## src/rtl/fsel_pkg.sv

```systemverilog
package fsel_pkg;
  localparam int FS_W  = 3;
  localparam int N_W   = 10;
  localparam int M_W   = 6;
  localparam int MN_W  = N_W + M_W;
  localparam int N_HI  = N_W - 8;

  typedef enum logic [1:0] {
    FS_MODE_NORMAL   = 2'b00,
    FS_MODE_TRISTATE = 2'b01,
    FS_MODE_BYPASS   = 2'b10
  } fs_mode_e;

  typedef struct packed {
    logic [N_W-1:0] n;
    logic [M_W-1:0] m;
  } mn_t;

  localparam logic [M_W-1:0] M_DEFAULT = 6'd12;
  localparam mn_t SRC_MN_DEFAULT = '{n: 10'd774, m: M_DEFAULT};

  function automatic fs_mode_e fs_mode_of(input logic [FS_W-1:0] code);
    case (code)
      3'b000:  return FS_MODE_TRISTATE;
      3'b001:  return FS_MODE_BYPASS;
      default: return FS_MODE_NORMAL;
    endcase
  endfunction

  function automatic mn_t cpu_mn_default(input logic [FS_W-1:0] code);
    mn_t r;
    r.m = M_DEFAULT;
    case (code)
      3'b010:  r.n = 10'd696;
      3'b011:  r.n = 10'd852;
      3'b101:  r.n = 10'd514;
      3'b110:  r.n = 10'd644;
      3'b111:  r.n = 10'd774;
      default: r.n = 10'd383;
    endcase
    return r;
  endfunction
endpackage

```

## src/rtl/fsel_strap_latch.sv

```systemverilog
module fsel_strap_latch #(
  parameter int W = 5
) (
  input  logic         clk,
  input  logic         rst_n,
  input  logic         por_done,
  input  logic [W-1:0] pad_in,
  output logic         pad_oe,
  output logic [W-1:0] strap_q
);
  logic         oe_q, oe_d;
  logic [W-1:0] strap_r, strap_d;
  logic         sample_en;

  always_comb begin
    sample_en = ~oe_q;
    oe_d      = oe_q | por_done;
    strap_d   = sample_en ? pad_in : strap_r;
  end

  always_ff @(posedge clk or negedge rst_n) begin
    if (!rst_n) begin
      oe_q    <= 1'b0;
      strap_r <= '0;
    end else begin
      oe_q    <= oe_d;
      strap_r <= strap_d;
    end
  end

  assign pad_oe  = oe_q;
  assign strap_q = strap_r;
endmodule

```

## src/rtl/fsel_sync.sv

```systemverilog
module fsel_sync #(
  parameter int STAGES = 2
) (
  input  logic clk,
  input  logic rst_n,
  input  logic d,
  output logic q
);
  logic [STAGES-1:0] sr_q, sr_d;

  always_comb begin
    sr_d[0] = d;
    for (int i = 1; i < STAGES; i++) sr_d[i] = sr_q[i-1];
  end

  always_ff @(posedge clk or negedge rst_n) begin
    if (!rst_n) sr_q <= '0;
    else        sr_q <= sr_d;
  end

  assign q = sr_q[STAGES-1];
endmodule

```

## src/rtl/fsel_mn_select.sv

```systemverilog
module fsel_mn_select
  import fsel_pkg::*;
(
  input  logic            prog_en,
  input  logic [MN_W-1:0] prog_word,
  input  mn_t             dflt,
  output mn_t             eff
);
  localparam int M_LO = 8;

  always_comb begin
    if (prog_en) begin
      eff.n = {prog_word[MN_W-1 -: N_HI], prog_word[7:0]};
      eff.m = prog_word[M_LO +: M_W];
    end else begin
      eff = dflt;
    end
  end
endmodule

```

## src/rtl/fsel_strap_ctrl.sv

```systemverilog
module fsel_strap_ctrl
  import fsel_pkg::*;
#(
  parameter int STRAP_W     = 5,
  parameter int SYNC_STAGES = 2
) (
  input  logic               clk,
  input  logic               rst_n,
  input  logic               por_done,
  input  logic [STRAP_W-1:0] pad_in,
  input  logic               spread_pin,
  input  logic               reg_fs_src,
  input  logic [3:0]         reg_fs_code,
  input  logic               reg_cpu_ss,
  input  logic               reg_src_ss,
  input  logic               reg_mn_en,
  input  logic [15:0]        reg_cpu_mn,
  input  logic [15:0]        reg_src_mn,
  output logic               pad_oe,
  output logic [STRAP_W-1:0] strap_val,
  output logic [2:0]         fs_code,
  output logic [1:0]         fs_mode,
  output logic               cpu_ss_en,
  output logic               src_ss_en,
  output logic [9:0]         cpu_n,
  output logic [5:0]         cpu_m,
  output logic [9:0]         src_n,
  output logic [5:0]         src_m
);
  localparam int NUM_PLL = 2;
  localparam int PLL_CPU = 0;
  localparam int PLL_SRC = 1;

  logic            pin_sync;
  logic [FS_W-1:0] code_sel;
  mn_t             dflt   [NUM_PLL];
  mn_t             eff    [NUM_PLL];
  logic [MN_W-1:0] words  [NUM_PLL];

  fsel_strap_latch #(.W(STRAP_W)) u_latch (
    .clk      (clk),
    .rst_n    (rst_n),
    .por_done (por_done),
    .pad_in   (pad_in),
    .pad_oe   (pad_oe),
    .strap_q  (strap_val)
  );

  fsel_sync #(.STAGES(SYNC_STAGES)) u_spread_sync (
    .clk   (clk),
    .rst_n (rst_n),
    .d     (spread_pin),
    .q     (pin_sync)
  );

  always_comb begin
    code_sel = reg_fs_src ? reg_fs_code[FS_W-1:0] : strap_val[FS_W-1:0];
    dflt[PLL_CPU]  = cpu_mn_default(code_sel);
    dflt[PLL_SRC]  = SRC_MN_DEFAULT;
    words[PLL_CPU] = reg_cpu_mn;
    words[PLL_SRC] = reg_src_mn;
  end

  for (genvar g = 0; g < NUM_PLL; g++) begin : g_pll
    fsel_mn_select u_mn (
      .prog_en   (reg_mn_en),
      .prog_word (words[g]),
      .dflt      (dflt[g]),
      .eff       (eff[g])
    );
  end

  assign fs_code   = code_sel;
  assign fs_mode   = fs_mode_of(code_sel);
  assign cpu_ss_en = reg_cpu_ss | pin_sync;
  assign src_ss_en = reg_src_ss | pin_sync;
  assign cpu_n     = eff[PLL_CPU].n;
  assign cpu_m     = eff[PLL_CPU].m;
  assign src_n     = eff[PLL_SRC].n;
  assign src_m     = eff[PLL_SRC].m;
endmodule

```

## config.mk

```make
export PLATFORM = sky130hd
export DESIGN_NAME = fsel_strap_ctrl
export DESIGN_NICKNAME = d
export VERILOG_FILES = /design/src/rtl/fsel_pkg.sv /design/src/rtl/fsel_strap_latch.sv /design/src/rtl/fsel_sync.sv /design/src/rtl/fsel_mn_select.sv /design/src/rtl/fsel_strap_ctrl.sv
export SDC_FILE = /design/constraint.sdc
export NUM_CORES = 1
export LEC_CHECK = 0
export ABC_CLOCK_PERIOD_IN_PS = 1100
export BUFFER_PORTS_ARGS = -buffer_cell sky130_fd_sc_hd__buf_2
export CAP_MARGIN = 5
export CORE_MARGIN = 8
export CORE_UTILIZATION = 25
export DETAILED_ROUTE_END_ITERATION = 7
export GPL_ROUTABILITY_DRIVEN = 0
export PLACE_DENSITY = 0.69
export SKIP_CTS_REPAIR_TIMING = 1
export SYNTH_ARGS = -nofsm -noshare
export SYNTH_HDL_FRONTEND = slang
export SYNTH_SLANG_ARGS = --single-unit
```

## constraint.sdc

```tcl
create_clock -name clk -period 1.1 [get_ports clk]
set_input_delay 0.11 -clock clk [delete_from_list [all_inputs] [get_ports clk]]
set_output_delay 0.11 -clock clk [all_outputs]
set_load 0.005 [all_outputs]
```

-- Word level (Yosys, flattened, before mapping)
Cells that the tools add are included.
- bitwise gates (word level): 3
- multiplexer cells: 5
- equal/unequal tests: 6
- reductions and logical operators: 1
- operators by type and width (operator ; number):
    $pmux 10 s5 ; 1
    $mux 16 ; 2
    $eq 3x3->1 const B ; 3
    $eq 3x2->1 const B ; 2
    $pmux 2 s2 ; 1
    $eq 3x1->1 const B ; 1
    $logic_not 3->1 ; 1
    $mux 3 ; 1
    $or 1x1->1 ; 3
- output and inout port bits: 45
- word-level logic and storage cells: 18
- input bits: 49
- flip-flop bits (word level): 8

-- Logic depth before layout (Yosys ltp)
- word-level depth: 4
- mapped depth: 4
- gate-level depth less buffers: 4

-- Cells and area by module
Synthesis repeated with hierarchy kept, for this count alone.
- cell total of the unflattened synthesis: 74
- area total of the unflattened synthesis: 893.4 um2
- modules (own cells, without submodules) (module ; cells an instance ; times used ; seq. area each (um2) ; area each (um2)):
    fsel_mn_select ; 18 ; 2 ; 0.0 ; 249.0
    fsel_strap_latch ; 12 ; 1 ; 150.1 ; 212.7
    fsel_strap_ctrl ; 24 ; 1 ; 0.0 ; 132.6
    fsel_sync ; 2 ; 1 ; 50.0 ; 50.0

-- Worst setup path before layout
OpenSTA, ideal clock, no wires.
- path type: flip-flop to output port
- start point: register u_latch.strap_r[1], in the netlist u_latch.strap_q[1]
- end point: output cpu_n[2]
- stages on the path, launching flop included: 5
- data arrival time: 1182 ps
- path slack: -192 ps
- cell sequence: dfrtp_1 mux2i_2 inv_2 nor3_1 o31ai_1
- word-level cells in the longest chain between the ends: 4
- elaborated cells on any way between the ends: 8
- those cells by class: eq/ne: 5; mux: 3
- ends and longest elaborated chain (item ; line ; text):
    start: declaration ; fsel_strap_latch.sv:12 ; logic [W-1:0] strap_r, strap_d;
    start signal: assignment ; fsel_strap_latch.sv:27 ; strap_r <= strap_d;
    $mux 3 * ; fsel_strap_ctrl.sv:57 ; code_sel = reg_fs_src ? reg_fs_code[FS_W-1:0] : strap_val[FS_W-1:0];
    named net fs_code[1] ; fsel_strap_ctrl.sv:21 ; output logic [2:0] fs_code,
    $eq 3x3->1 or $eq 3x2->1 (tied branches) ; fsel_pkg.sv:33 ; case (code)
    $pmux 10 s5 * ; fsel_pkg.sv:33 ;
    $mux 16 * ; fsel_mn_select.sv:12 ; if (prog_en) begin
    end: declaration ; fsel_strap_ctrl.sv:25 ; output logic [9:0] cpu_n,
The timed path passes the listed nets; every way through them passes the cells marked *.

-- Final worst setup path
- start point: register u_latch.strap_r[0], in the netlist u_latch.strap_q[0]
- end point: output cpu_n[0]
- word-level cells in the longest chain between the ends: 4
- elaborated cells on any way between the ends: 8
- those cells by class: eq/ne: 5; mux: 3
- ends and longest elaborated chain (item ; line):
    $mux 3 * ; fsel_strap_ctrl.sv:57
    $eq 3x3->1 or $eq 3x2->1 (tied branches) ; fsel_pkg.sv:33
    $pmux 10 s5 * ; fsel_pkg.sv:33
    $mux 16 * ; fsel_mn_select.sv:12
Mark *: on every way between the ends. The rest lies on a longest branch, timed or not.

==> out/metrics.cfg <==
[run_status]
status=complete, but fails checks
violations=setup timing

[placement]
dp.final_hpwl_mm=2.48
dpl-instance-area_um2=1210
io_buffers=92

[cts]
cts_tree=done
cts_sinks=8
cts_root_buf=clkbuf_4
clockBufferDepth=2
insertion_delay_ps=250
cts.clk_slew.worst_paths_ps=50
htreeDepth=1
numCtsBuffers=3

[floorplanning]
rows=18
die_area_um2=4440
io_pins=94
fp.dieW_um=66.7
start_util_pct=26.1
core_area_um2=2450
dieHeight_um=66.7

[cells_and_area]
fin_nets=236
area_delta_synth_final_pct=115
drive_above_1_share_pct=69.2
final_common_cell=buf_2
antennaDiodeCount=0
final_cell_area_um2=1380
layout_common_cells=86 x buf_2, 14 x and2_1, 10 x buf_4, 9 x buf_6

[setup_path]
cp.required_ps=990
crit_arrival_ps=1470
path_buf_inv=2
slowest_delay_ps=410
crit_path_max_fanout=8
critical-path-top-delay-family=flip-flops
setup.worst_path.end_class=output pin
critPathLaunchType=register
r2r_start=u_latch.strap_q[0]
cp_cell_sequence=mux2i_4, inv_4, a211oi_2, a21o_1, buf_2
cp_slowest_cell=dfrtp_1
path_class=reg -> out
startpoint=u_latch.strap_q[0]

[sta]
drv_slew=0
layout_setup_ws_ps=-485
rsz0062_at_grt=yes
max_freq_ghz=0.631
hold_slack_ps=46.7
fin_skew_ps=2.04
hold_violations=0
slew_headroom_pct=80.2
max_slew.worst_pin.slew_ps=297
post-route-min-period_ps=1580
fin_crit_sh_pct=144
setup_violations=17

[power_and_ir_drop]
intPower_mw=0.801
clkPwrFrac_pct=19.0
p_per_area_nw_per_um2=852
comb_power_share_pct=51.8
switching_share_pct=31.8
ir_drop_mv=0.807
seqPwrFrac_pct=29.2
leakage_nw=0.746
p_switching_mw=0.373

[route]
wl_mm=2.99
drc=0
antenna_left=0
num_vias=958
viasPerCell=4.46
wl_per_cell_um=13.9
first_pass_iters=3
drt-initial-drc-count=23

[synthesis]
syn_area_per_cell_um2=8.23
yosysWarningCount=0
synth-seq-area-share_pct=31.2
yosysUniqueCellTypes=19
synth_top_area_cell=dfrtp_1
synth_area_leaders=dfrtp_1 31%, and2_1 14%, mux2_2 8.8%
synthCells=78
synth_top_area_share_pct=31.2
netlist_area_um2=642
ys_ff_latch=8
synth_nets=127

[hold_path]
min_path_type=in -> reg
min_from=por_done

[grt]
grt_max_degree=35
grt_use_total_pct=12.0
antenna_found_initial=0
grt_pass1_wl_mm=4.34
overflow=0
grt_pass1_vias=993

[flow_run]
maxCapViolCount=0

## synthesized netlist by cell type
cell type and n:
clkbuf_1 4, nor2_1 1, and2_1 14, mux2i_1 2, o21ai_0 4, a211oi_2 1, nor3_1 4, mux2i_2 2
inv_1 2, nor2b_1 2, inv_2 2, or2_2 3, o31ai_1 3, a21o_1 1, mux2_2 5, nand2_1 6
dfrtp_1 8, a21oi_1 6, nand2b_1 8
## stage by stage
step / instances / TNS [ps] / power, mW / util [%] / worst slack, ps
finish: 215 / -5790 / 1.17 / 56.2 / -485
CTS: 208 / -6130 / 1.09 / 50.4 / -512
detailed placement: 205 / -2070 / 0.858 / 49.4 / -220
global placement: 205 / -1650 / 0.845 / 49.4 / -181
floorplan: 78 / -333 / 0.555 / - / -95.8
global route: 215 / -7450 / 1.26 / 56.2 / -596
## power by group through the flow
| stage | Sequential [mW] | Clock (mW) | Combinational [mW] |
|---|---|---|---|
| floorplan | 0.349 | 0 | 0.206 |
| global placement | 0.344 | 0 | 0.501 |
| detailed placement | 0.347 | 0 | 0.511 |
| CTS | 0.343 | 0.236 | 0.513 |
| global route | 0.347 | 0.243 | 0.674 |
| finish | 0.343 | 0.223 | 0.608 |
## flip-flops by register name, summed over array words and instances (netlist names)
name,cells
u_latch.pad_oe,1
u_spread_sync.sr_q,2
u_latch.strap_q,5
## kinds of logic (layout without fill, tap and decap cells)
family	Yosys count	count (layout)	synth area share, %
simple gates	38	38	33.5
compound gates	15	15	14.4
mux	9	9	16.2
flops	8	8	31.2
buf+inv	8	115	4.68
## path summary, 6_finish.rpt
| check | slack (ps) | depth (start not counted) | to |
|---|---|---|---|
| setup / recovery | -480 | 5 | cpu_n[0] |
| min in group asynchronous | 230 | 2 | u_latch.strap_q[2] |
| setup reg to reg | 70 | 3 | u_latch.strap_q[0] |
| max in group asynchronous | 710 | 2 | u_latch.strap_q[3] |
| hold reg to reg | 350 | 0 | u_spread_sync.sr_q[1] |
| hold / removal | 50 | 2 | u_latch.pad_oe |
## cell type report
class / instances / area (um2)
clock buffer: 3 / 22.5
timing repair buffer: 108 / 634
fill: 223 / 1080
tap: 30 / 37.5
multi-input combinational: 62 / 467
inverter: 4 / 17.5
sequential: 8 / 200
## routing by layer
metal	up-vias	wire [um]	global-route usage, %
met3	0	531	6.71
li1	477	-	-
met2	63	1450	21.6
met1	418	1010	11.2
met5	-	0	0
met4	0	0	3.47
No activity file was read; power rests on OpenSTA's default activity.
